===== src/rtl/lin_err_pkg.sv =====
package lin_err_pkg;
  localparam int NUM_FLAGS = 9;
  localparam int WORD_W    = 32;

  localparam int F_STUCK = 0;
  localparam int F_CMP   = 1;
  localparam int F_BIT   = 2;
  localparam int F_SUM   = 3;
  localparam int F_SYNC  = 4;
  localparam int F_DELIM = 5;
  localparam int F_FRAME = 6;
  localparam int F_OVR   = 7;
  localparam int F_NOISE = 8;

  // position of flag index in the status word (LSB = 0)
  function automatic int flagPos(input int idx);
    return (idx < 8) ? (15 - idx) : 0;
  endfunction

  typedef struct packed {
    logic [NUM_FLAGS-1:0] set;
    logic                 cmpHwClr;
    logic                 idleHit;
  } evtT;
endpackage


===== src/rtl/lin_err_ctrl.sv =====
module lin_err_ctrl
  import lin_err_pkg::*;
#(
  parameter int STUCK_BITS  = 100,
  parameter int CNT_W       = 8,
  parameter int DELIM_W     = 5,
  parameter int BIT_SAMPLES = 16
) (
  input  logic               clk,
  input  logic               rstN,
  input  logic               rxLine,
  input  logic               bitTick,
  input  logic               bitMismatch,
  input  logic               inHeader,
  input  logic               isMaster,
  input  logic               sumBad,
  input  logic               sumDisA,
  input  logic               sumDisB,
  input  logic               syncBad,
  input  logic               delimValid,
  input  logic [DELIM_W-1:0] delimLen,
  input  logic               frameErr,
  input  logic               overrunErr,
  input  logic               noiseErr,
  input  logic [CNT_W-1:0]   toCount,
  input  logic [CNT_W-1:0]   cmpA,
  input  logic [CNT_W-1:0]   cmpB,
  input  logic               initMode,
  input  logic               cfgIdleOnTo,
  input  logic               cfgToMode,
  output evtT                evt
);
  localparam int LOW_LIMIT = STUCK_BITS + 1;
  localparam int LOW_W     = $clog2(LOW_LIMIT + 1);

  logic [LOW_W-1:0] lowCnt;
  logic             initPrev;
  logic             cmpHit;
  logic             lowAtEdge;

  assign lowAtEdge = (lowCnt == LOW_W'(LOW_LIMIT - 1));

  always_ff @(posedge clk or negedge rstN) begin
    if (!rstN) begin
      lowCnt <= '0;
    end else if (rxLine) begin
      lowCnt <= '0;
    end else if (bitTick && (lowCnt != LOW_W'(LOW_LIMIT))) begin
      lowCnt <= lowCnt + 1'b1;
    end
  end

  always_ff @(posedge clk or negedge rstN) begin
    if (!rstN) initPrev <= 1'b0;
    else       initPrev <= initMode;
  end

  assign cmpHit = (toCount == cmpA) || (toCount == cmpB);

  always_comb begin
    evt = '0;
    evt.set[F_STUCK] = !rxLine && bitTick && lowAtEdge;
    evt.set[F_CMP]   = cmpHit;
    evt.set[F_BIT]   = bitMismatch && (!inHeader || isMaster);
    evt.set[F_SUM]   = sumBad && !sumDisA && !sumDisB;
    evt.set[F_SYNC]  = syncBad;
    evt.set[F_DELIM] = delimValid && (delimLen < DELIM_W'(BIT_SAMPLES));
    evt.set[F_FRAME] = frameErr;
    evt.set[F_OVR]   = overrunErr;
    evt.set[F_NOISE] = noiseErr;
    evt.cmpHwClr     = cfgToMode && initMode && !initPrev;
    evt.idleHit      = cfgIdleOnTo && cmpHit;
  end


  lowcnt_range_chk: assert property (@(posedge clk) disable iff (!rstN)
    lowCnt <= LOW_W'(LOW_LIMIT));

  lowcnt_restart_chk: assert property (@(posedge clk) disable iff (!rstN)
    rxLine |=> (lowCnt == '0));

  hdr_slave_mask_chk: assert property (@(posedge clk) disable iff (!rstN)
    (bitMismatch && inHeader && !isMaster) |-> !evt.set[F_BIT]);
endmodule


===== src/rtl/lin_err_dp.sv =====
module lin_err_dp
  import lin_err_pkg::*;
(
  input  logic                 clk,
  input  logic                 rstN,
  input  evtT                  evt,
  input  logic [NUM_FLAGS-1:0] irqEn,
  input  logic                 regWrEn,
  input  logic [WORD_W-1:0]    regWrData,
  output logic [WORD_W-1:0]    statusWord,
  output logic                 errIrq,
  output logic                 idleReq
);
  logic [NUM_FLAGS-1:0] flags;
  logic [NUM_FLAGS-1:0] swClr;
  logic                 unusedWr;

  assign unusedWr = ^regWrData;

  for (genvar i = 0; i < NUM_FLAGS; i++) begin : g_flag
    localparam int POS = flagPos(i);
    logic hwClr;
    assign swClr[i] = regWrEn && regWrData[POS];
    if (i == F_CMP) begin : g_hw
      assign hwClr = evt.cmpHwClr;
    end else begin : g_nohw
      assign hwClr = 1'b0;
    end

    always_ff @(posedge clk or negedge rstN) begin
      if (!rstN)           flags[i] <= 1'b0;
      else if (evt.set[i]) flags[i] <= 1'b1;
      else if (swClr[i] || hwClr) flags[i] <= 1'b0;
    end


    set_wins_chk: assert property (@(posedge clk) disable iff (!rstN)
      evt.set[i] |=> statusWord[POS]);

    zero_write_keeps_chk: assert property (@(posedge clk) disable iff (!rstN)
      (statusWord[POS] && !(regWrEn && regWrData[POS]) && !hwClr) |=> statusWord[POS]);

    one_write_clears_chk: assert property (@(posedge clk) disable iff (!rstN)
      (regWrEn && regWrData[POS] && !evt.set[i]) |=> !statusWord[POS]);
  end

  always_comb begin
    statusWord = '0;
    for (int k = 0; k < NUM_FLAGS; k++) statusWord[flagPos(k)] = flags[k];
  end

  assign errIrq = |(flags & irqEn);

  always_ff @(posedge clk or negedge rstN) begin
    if (!rstN) idleReq <= 1'b0;
    else       idleReq <= evt.idleHit && !flags[F_CMP];
  end


  idle_single_chk: assert property (@(posedge clk) disable iff (!rstN)
    idleReq |=> !idleReq);
endmodule


===== src/rtl/lin_err_status.sv =====
module lin_err_status
  import lin_err_pkg::*;
#(
  parameter int STUCK_BITS  = 100,
  parameter int CNT_W       = 8,
  parameter int DELIM_W     = 5,
  parameter int BIT_SAMPLES = 16
) (
  input  logic               clk,
  input  logic               rstN,
  input  logic               rxLine,
  input  logic               bitTick,
  input  logic               bitMismatch,
  input  logic               inHeader,
  input  logic               isMaster,
  input  logic               sumBad,
  input  logic               sumDisA,
  input  logic               sumDisB,
  input  logic               syncBad,
  input  logic               delimValid,
  input  logic [DELIM_W-1:0] delimLen,
  input  logic               frameErr,
  input  logic               overrunErr,
  input  logic               noiseErr,
  input  logic [CNT_W-1:0]   toCount,
  input  logic [CNT_W-1:0]   cmpA,
  input  logic [CNT_W-1:0]   cmpB,
  input  logic               initMode,
  input  logic               cfgIdleOnTo,
  input  logic               cfgToMode,
  input  logic [8:0]         irqEn,
  input  logic               regWrEn,
  input  logic [31:0]        regWrData,
  output logic [31:0]        statusWord,
  output logic               errIrq,
  output logic               idleReq
);
  evtT evt;

  lin_err_ctrl #(
    .STUCK_BITS(STUCK_BITS), .CNT_W(CNT_W),
    .DELIM_W(DELIM_W), .BIT_SAMPLES(BIT_SAMPLES)
  ) i_ctrl (
    .clk(clk), .rstN(rstN), .rxLine(rxLine), .bitTick(bitTick),
    .bitMismatch(bitMismatch), .inHeader(inHeader), .isMaster(isMaster),
    .sumBad(sumBad), .sumDisA(sumDisA), .sumDisB(sumDisB),
    .syncBad(syncBad), .delimValid(delimValid), .delimLen(delimLen),
    .frameErr(frameErr), .overrunErr(overrunErr), .noiseErr(noiseErr),
    .toCount(toCount), .cmpA(cmpA), .cmpB(cmpB), .initMode(initMode),
    .cfgIdleOnTo(cfgIdleOnTo), .cfgToMode(cfgToMode), .evt(evt)
  );

  lin_err_dp i_dp (
    .clk(clk), .rstN(rstN), .evt(evt), .irqEn(irqEn),
    .regWrEn(regWrEn), .regWrData(regWrData),
    .statusWord(statusWord), .errIrq(errIrq), .idleReq(idleReq)
  );


  sum_disabled_chk: assert property (@(posedge clk) disable iff (!rstN)
    ((sumDisA || sumDisB) && !statusWord[12]) |=> !statusWord[12]);

  idle_has_cmp_chk: assert property (@(posedge clk) disable iff (!rstN)
    idleReq |-> statusWord[14]);

  unused_bits_zero_chk: assert property (@(posedge clk) disable iff (!rstN)
    (statusWord & 32'h7FFF_00FE) == 32'h0);
endmodule


===== config.mk =====
export PLATFORM = sky130hd
export DESIGN_NAME = lin_err_status
export DESIGN_NICKNAME = d
export VERILOG_FILES = /design/src/rtl/lin_err_pkg.sv /design/src/rtl/lin_err_ctrl.sv /design/src/rtl/lin_err_dp.sv /design/src/rtl/lin_err_status.sv
export SDC_FILE = /design/constraint.sdc
export NUM_CORES = 1
export LEC_CHECK = 0
export ABC_AREA = 1
export ABC_CLOCK_PERIOD_IN_PS = 3100
export CAP_MARGIN = 10
export CORE_AREA = 2 2 67 69
export DETAILED_ROUTE_END_ITERATION = 10
export DIE_AREA = 0 0 69 71
export PLACE_DENSITY_LB_ADDON = 0.25
export SLEW_MARGIN = 10
export SYNTH_ARGS = -nofsm -noshare
export SYNTH_HDL_FRONTEND = slang
export SYNTH_SLANG_ARGS = --single-unit

===== constraint.sdc =====
create_clock -name clk -period 3.1 [get_ports clk]
set_clock_uncertainty 0.05 [all_clocks]
set_input_delay 0.62 -clock clk [delete_from_list [all_inputs] [get_ports clk]]
set_output_delay 0.62 -clock clk [all_outputs]
set_load 0.005 [all_outputs]

==> After elaboration in Yosys (flattened, before gate mapping) <==
Cells that the tools add are included.
{ "op_classes": {"reduce_logical": 40, "mux": 20, "addsub": 1, "n_bitwise": 1, "order_cmp": 1, "eq_ne": 4} }
{ "ops": {"columns": ["op", "n"], "rows": [
  ["1-bit logical AND", 20],
  ["2-bit nonzero test", 10],
  ["1-bit two-way mux", 18],
  ["8-bit == test", 2],
  ["7-bit two-way mux", 2],
  ["9-bit AND", 1],
  ["9-bit OR reduction", 1],
  ["7-bit by 1-bit adder with 7-bit output (second input constant)", 1],
  ["7-bit == test (second input constant)", 1],
  ["7-bit inequality test (second input constant)", 1],
  ["1-bit zero test", 6],
  ["5-bit < comparator (second input constant)", 1],
  ["1-bit logical OR", 3]
]} }
{ "word_totals": {"ff_bits": 18, "in_bits": 89, "word_cells": 79, "out_inout_bits": 34} }

==> Depth between registers and ports, before layout <==
Gate-level depths: netlist of run 1.
{ "depth": {"word_depth": 5, "mapped_depth": 8} }

==> Hierarchy <==
From an unflattened synthesis of run 1, not the netlist that was laid out.
{ "unflattened": {"cells_unflattened": 200, "hier_area_um2": 1441.4} }
{ "by_module_without_submodules": {"columns": ["mod", "cells_each", "area_each_um2", "n_inst"], "rows": [
  ["lin_err_ctrl", 127, 825.8, 1],
  ["lin_err_dp", 73, 615.6, 1]
]} }

==> Worst setup path before layout of run 1 <==
OpenSTA, ideal clock, no wires.
{ "synth_timing": {"path_kind": "input port to output port", "startpoint": "input irqEn[0]", "endpoint": "output errIrq", "arrival_time_ns": 1.000, "t_required_ns": 2.430, "stages": 3, "slack_ns": 1.430, "path_cell_list": "a22o_1 -> a21oi_1 -> nand3_1"} }
{ "synth_via": {"elab_chain_len": 2} }
{ "synth_rtl": {"columns": ["item", "line_no", "rtl"], "rows": [
  ["from (decl)", "lin_err_status.sv:31", "input logic [8:0] irqEn,"],
  ["9-bit AND", "lin_err_dp.sv:52", "assign errIrq = |(flags & irqEn);"],
  ["9-bit OR reduction", "lin_err_dp.sv:52", null],
  ["to (decl)", "lin_err_status.sv:35", "output logic errIrq,"]
]} }
Every way passes these cells.

==> Worst setup path in the final report of run 1 <==
Same ends and word-level chain as after synthesis.

==> flow_summary_export.csv, run 1 <==
group,metric,value,unit
min_path,holdCritPathClass,"flop to flop",
final_layout,finalCoreUtilization,50.06,%
setup_path,r2r.worst_path.cells,7,
synthesis,async_reset_ff_share,100.0,%
floorplan,core_area,4204,µm²
run_status,status,"complete, no violations",
setup_path,crit_required,2.43,ns
final_layout,drive_gt1_share,3.077,%
power_and_ir_drop,ir_drop,0.1754,mV
detailed_routing,via_per_inst,4.141,
sta,period_needed,2.555,ns
synthesis,synth_cell_type_count,23,
placement,place_hpwl,2500,µm
detailed_routing,wl_per_cell,9.516,µm
synthesis,synth.most_common_cell,"nand2_1",
setup_path,rrSetupSlack,1.71,ns
sta,rsz0062_at_grt,"no",
floorplan,die_w,69,µm
synthesis,postSynthCellCount,186,
grt,grt_pass1_vias,1257,
clocking,cts_buffers,3,
clocking,holdBufCountCts,0,
grt,grtUsageTotal,12.49,%
clocking,path_clk_slew,0.07,ns
clocking,post-cts-setup-buffer-count,0,
placement,dp_slack,0.5385,ns
grt,antenna_found_initial,0,
setup_path,r2r-start,"i_ctrl.lowCnt[0]$_DFFE_PN0P_",
grt,grt_overflow_total,0,
detailed_routing,num_vias,1292,
placement,place_congestion,0.7398,
setup_path,crit_type,"input pin to output pin",
synthesis,ys_ff_latch,18,
setup_path,cp_slowest_cell,"clkdlybuf4s50_1",
setup_path,startpoint,"irqEn[0]",
detailed_routing,drtIter0Drc,27,
setup_path,cpMostUsedCell,"clkdlybuf4s50_1",
setup_path,crit_chain,"clkdlybuf4s50_1 -> a22o_1 -> a21oi_1 -> nand3_1 -> clkdlybuf4s50_1",
sta,relSlewSlack,45.66,%
power_and_ir_drop,leakage,1.006,nW
synthesis,ys_warn_count,0,
setup_path,r2r-end,"i_ctrl.lowCnt[3]$_DFFE_PN0P_",
sta,drv_slew,0,
detailed_routing,post-route-drc-count,0,
placement,postPlaceCellArea,2049,µm²
clocking,clock-root-buffer,"clkbuf_8",
floorplan,die_area,4899,µm²
final_layout,final_nets,353,
final_layout,postLayoutCellArea,2105,µm²
setup_path,cp_data_arrival_time,1.88,ns
sta,setup_viol,0,
setup_path,start_kind,"input pin",
floorplan,fp.dieH,71,µm
clocking,cts_max_level,1,
setup_path,endpoint_kind,"output pin",
synthesis,synth_common_cells,"nand2_1 (63), inv_1 (24), buf_4 (23)",
clocking,cts_resized,0,
synthesis,synth_edf_count,0,
final_layout,fillers,442,
floorplan,start_util,32.29,%
grt,grt_pass1_wl,5140,µm
sta,hold_viol_final,0,
synthesis,syn_area_per_cell,7.299,µm²
clocking,clock_latency,0.25,ns
synthesis,synth_area,1358,µm²
detailed_routing,drtAntennaViolNets,0,
placement,portBuffers,72,
synthesis,synth_seq_area_share,33.18,%
setup_path,crit_end,"errIrq",
clocking,cts.path.max_buffers,2,
synthesis,synth_top_area_share,33.18,%
detailed_routing,dr.pass1.iters,4,
synthesis,synthTopCellsByArea,"dfrtp_1 (33%), nand2_1 (17%), buf_4 (13%)",
floorplan,rows,24,
clocking,tritoncts,"yes",
synthesis,synthFlopType,"dfrtp_1",
detailed_routing,wl,2969,µm
floorplan,io_pins,123,
final_layout,area_growth,55.02,%
setup_path,path_max_fanout,1,
sta,fin_crit_sh,82.41,%
run,maxCapViolCount,0,
power_and_ir_drop,total_power,0.6157,mW
sta,worst_slack,0.5453,ns
clocking,cts_sinks,18,
grt,grt_max_degree,19,
sta,fmax,391.4,MHz
sta,tightestPinTransition,0.8125,ns
final_layout,antenna_cells,0,
power_and_ir_drop,powerDensity,292.6,nW/µm²
sta,setup_tns,0,ns
synthesis,yosys.area.top_type,"dfrtp_1",
setup_path,slowest_delay,0.47,ns
==> cells by family (layout without fill, tap and decap cells) <==
family | after synthesis | count (layout) | synth area share, %
and+or+nand+nor | 87 | 87 | 27.56
buffers and inverters | 48 | 100 | 19.63
DFF | 18 | 18 | 33.18
AOI/OAI and AO/OA | 16 | 16 | 8.204
xor gates and xnor gates | 13 | 13 | 8.387
adders and majority gates | 3 | 3 | 2.765
other | 1 | 23 | 0.2762
==> placed cells by master, fill, tap and decap left out <==
cell | Yosys | routed
clkdlybuf4s50_1 | 0 | 72
nand2_1 | 63 | 63
inv_1 | 24 | 24
conb_1 | 1 | 23
dfrtp_1 | 18 | 18
xnor2_1 | 11 | 11
nand3_1 | 9 | 9
nor2_1 | 7 | 7
a21oi_1 | 4 | 4
nand4_1 | 4 | 4
o21ai_0 | 4 | 4
a21o_1 | 4 | 4
clkbuf_8 | 0 | 4
ha_1 | 3 | 3
xor2_1 | 2 | 2
a221oi_1 | 1 | 1
a22o_1 | 1 | 1
nor3_4 | 1 | 1
nor2_2 | 1 | 1
a21oi_4 | 1 | 1
nor2_4 | 1 | 1
nand3b_1 | 1 | 1
o31ai_1 | 1 | 1
==> worst min-delay path by stage <==
stage                                   startpoint                        endpoint  slack, ns  depth (start not counted)
floorplan                                     rstN       i_ctrl.initPrev$_DFF_PN0_       0.27                          0
global placement    i_dp.statusWord[0]$_DFFE_PN0P_  i_dp.statusWord[0]$_DFFE_PN0P_       0.44                          1
detailed placement  i_dp.statusWord[0]$_DFFE_PN0P_  i_dp.statusWord[0]$_DFFE_PN0P_       0.44                          1
CTS                 i_dp.statusWord[0]$_DFFE_PN0P_  i_dp.statusWord[0]$_DFFE_PN0P_       0.46                          1
global route        i_dp.statusWord[8]$_DFFE_PN0P_  i_dp.statusWord[8]$_DFFE_PN0P_       0.49                          1
finish              i_dp.statusWord[0]$_DFFE_PN0P_  i_dp.statusWord[0]$_DFFE_PN0P_       0.45                          1
==> worst max-delay path: cells and delay by family <==
kind,cells,cell delay [ns]
AOI/OAI and AO/OA,2,0.31
and+or+nand+nor,1,0.08
buffers and inverters,2,0.87
==> metal layers <==
metal | vias up | share of wire, % | track usage, %
met1 | 564 | 43 | 14.30
met4 | 0 | 0.98 | 3.922
met2 | 50 | 50 | 23.61
met3 | 2 | 6.6 | 2.137
li1 | 676 | - | -
met5 | - | 0 | 0
==> power breakdown <==
part / switching [mW] / internal [mW]
Sequential: 0.00913 / 0.246
Clock: 0.0765 / 0.113
Combinational: 0.0615 / 0.110
==> per-stage QoR <==
stage	hold WS [ns]	cells
floorplan	0.2744	208
global placement	0.4384	308
detailed placement	0.4442	308
CTS	0.4613	312
global route	0.4921	312
finish	0.4531	312
==> area by class of cell <==
cell class                 count  area, µm²  area share, %
multi-input combinational    142      723.2          34.36
timing repair buffer          72      720.7          34.24
sequential                    18      450.4          21.40
inverter                      24      90.09          4.281
tap                           52      65.06          3.092
clock buffer                   4      55.05          2.616
==> state kept, by name, summed over array words and instances (netlist names) <==
register         count
i_ctrl.lowCnt        7
i_ctrl.initPrev      1
i_dp.statusWord      9
i_dp.idleReq         1
(Power assumes the default switching activity.)
==> inputs of run 2 (changes only) <==
--- a/config.mk
+++ b/config.mk
@@ -6,11 +6,11 @@
 export NUM_CORES = 1
 export LEC_CHECK = 0
 export ABC_AREA = 1
-export ABC_CLOCK_PERIOD_IN_PS = 3100
+export ABC_CLOCK_PERIOD_IN_PS = 2600
 export CAP_MARGIN = 10
-export CORE_AREA = 2 2 67 69
+export CORE_AREA = 2 2 70 72
 export DETAILED_ROUTE_END_ITERATION = 10
-export DIE_AREA = 0 0 69 71
+export DIE_AREA = 0 0 72 74
 export PLACE_DENSITY_LB_ADDON = 0.25
 export SLEW_MARGIN = 10
 export SYNTH_ARGS = -nofsm -noshare
==> constraint.sdc (replaced) <==
create_clock -name clk -period 2.6 [get_ports clk]
set_clock_uncertainty 0.05 [all_clocks]
set_input_delay 0.52 -clock clk [delete_from_list [all_inputs] [get_ports clk]]
set_output_delay 0.52 -clock clk [all_outputs]
set_load 0.005 [all_outputs]
==> run 2 against run 1 <==
Against the previous run:
- critical path depth unchanged
- first-iteration DRC count up 96%
- combinational power up 20%
- clock-buffer cell count unchanged
- total power up 20%
- global-route usage down 0.40 points
- largest power group unchanged
- worst hold slack better by 0.0039 ns
- cell count up 0.96%
==> flow_summary_export.csv, run 2 (synthesis results as in run 1) <==
group,metric,value,unit
run_status,status,"complete, no violations",
power_and_ir_drop,ir_drop,0.1447,mV
power_and_ir_drop,intPower,0.5600,mW
grt,grt_max_degree,19,
final_layout,drive_gt1_share,3.448,%
floorplan,die_area,5328,µm²
power_and_ir_drop,clkPwrFrac,30.8,%
final_layout,postLayoutCellArea,2115,µm²
final_layout,final_nets,354,
floorplan,die_w,72,µm
run,maxCapViolCount,0,
detailed_routing,wl_per_cell,9.502,µm
sta,fin_crit_sh,90.41,%
clocking,cts_buffers,3,
grt,grtUsageTotal,12.09,%
detailed_routing,drtAntennaViolNets,0,
sta,drv_slew,0,
power_and_ir_drop,p_comb_share,27.9,%
floorplan,rows,25,
grt,antenna_found_initial,0,
setup_path,start_kind,"input pin",
sta,period_needed,2.351,ns
final_layout,largest_reg_flops,9,
sta,hold_viol_final,0,
placement,postPlaceCellArea,2059,µm²
clocking,path_clk_slew,0.06,ns
clocking,cts.path.max_buffers,2,
setup_path,crit_required,2.03,ns
detailed_routing,via_per_inst,4.127,
setup_path,endpoint_kind,"output pin",
clocking,cts_sinks,18,
setup_path,critPathBufInv,2,
power_and_ir_drop,leakage,1.011,nW
setup_path,path_delay_family,"buffers and inverters",
placement,place_congestion,0.8612,
setup_path,slowest_delay,0.46,ns
detailed_routing,num_vias,1300,
clocking,clock-root-buffer,"clkbuf_8",
power_and_ir_drop,seqPwrFrac,41.3,%
clocking,holdBufCountCts,0,
clocking,cts_resized,0,
floorplan,core_area,4598,µm²
final_layout,final_common_cell,"clkdlybuf4s50_1",
sta,setup_tns,0,ns
setup_path,cpMostUsedCell,"clkdlybuf4s50_1",
final_layout,layout_common_cells,"clkdlybuf4s50_1 (72), nand2_1 (63), inv_1 (24)",
grt,grt_pass1_vias,1218,
setup_path,cp_data_arrival_time,1.78,ns
final_layout,antenna_cells,0,
floorplan,io_pins,123,
sta,whs,0.4571,ns
placement,portBuffers,72,
detailed_routing,post-route-drc-count,0,
sta,setup_viol,0,
setup_path,rrSetupSlack,1.20,ns
setup_path,path_max_fanout,1,
clocking,post-cts-setup-buffer-count,0,
power_and_ir_drop,swShare,24.00,%
clocking,tritoncts,"yes",
power_and_ir_drop,p_switching,0.1769,mW
floorplan,start_util,29.52,%
grt,grt_overflow_total,0,
sta,rsz0062_at_grt,"no",
detailed_routing,drtIter0Drc,53,
power_and_ir_drop,powerDensity,348.5,nW/µm²
floorplan,fp.dieH,74,µm
clocking,clock_latency,0.25,ns
setup_path,cp_slowest_cell,"clkdlybuf4s50_1",
sta,fmax,425.4,MHz
clocking,cts_max_level,1,
min_path,holdCritPathClass,"flop to flop",
detailed_routing,dr.pass1.iters,4,
final_layout,area_growth,55.76,%
setup_path,crit_chain,"clkdlybuf4s50_1 -> a22o_1 -> a21oi_1 -> nand3_1 -> clkdlybuf4s50_1",
placement,place_hpwl,2524,µm
detailed_routing,wl,2993,µm
setup_path,crit_type,"input pin to output pin",
grt,grt_pass1_wl,5188,µm
[run 2: layout make-up]
type | count | area (µm²)
tap | 54 | 67.56
clock buffer | 4 | 55.05
multi-input combinational | 142 | 723.2
timing repair buffer | 73 | 728.2
fill | 484 | 2484
inverter | 24 | 90.09
sequential | 18 | 450.4
[run 2: power by group through the flow]
stage / logic, mW / clock network (mW) / registers (mW)
after floorplan: 0.0951 / 0 / 0.309
after global placement: 0.206 / 0 / 0.309
after detailed placement: 0.208 / 0 / 0.310
after CTS: 0.209 / 0.235 / 0.304
after global routing: 0.231 / 0.245 / 0.307
final: 0.206 / 0.227 / 0.304
[run 2: worst paths after layout]
check | start | endpoint | cells past startpoint
setup / recovery | irqEn[0] | errIrq | 5
hold / removal | i_dp.statusWord[13]$_DFFE_PN0P_ | i_dp.statusWord[13]$_DFFE_PN0P_ | 2
setup reg to reg | i_ctrl.lowCnt[1]$_DFFE_PN0P_ | i_ctrl.lowCnt[3]$_DFFE_PN0P_ | 8
hold reg to reg | i_dp.statusWord[13]$_DFFE_PN0P_ | i_dp.statusWord[13]$_DFFE_PN0P_ | 2
max in group asynchronous | rstN | i_dp.statusWord[15]$_DFFE_PN0P_ | 2
min in group asynchronous | rstN | i_dp.statusWord[10]$_DFFE_PN0P_ | 2
[run 2: per-stage QoR]
step | cells | util, % | power (mW) | worst slack, ns
finish | 315 | 45.99 | 0.7368 | 0.2494
global route | 315 | 45.99 | 0.7830 | 0.1678
CTS | 315 | 45.99 | 0.7478 | 0.2395
detailed placement | 311 | 44.79 | 0.5177 | 0.2395
global placement | 311 | 44.79 | 0.5152 | 0.2368
floorplan | 208 | - | 0.4043 | 1.130
[run 2: worst reg2reg max path, delay by kind of cell (launching register included)]
kind	cells	cell delay (ns)
buffers and inverters	2	0.13
AO/OA/AOI/OAI	1	0.27
adder cells (fa/ha/maj)	1	0.17
AND/OR/NAND/NOR	4	0.27
flip-flops	1	0.39
[run 2: layer usage]
layer	GRT usage [%]	vias up	wire length, µm
li1	-	681	-
met1	14.55	561	1248
met2	21.81	56	1477
met3	3.252	2	245
met4	2.516	0	22
met5	0	-	0
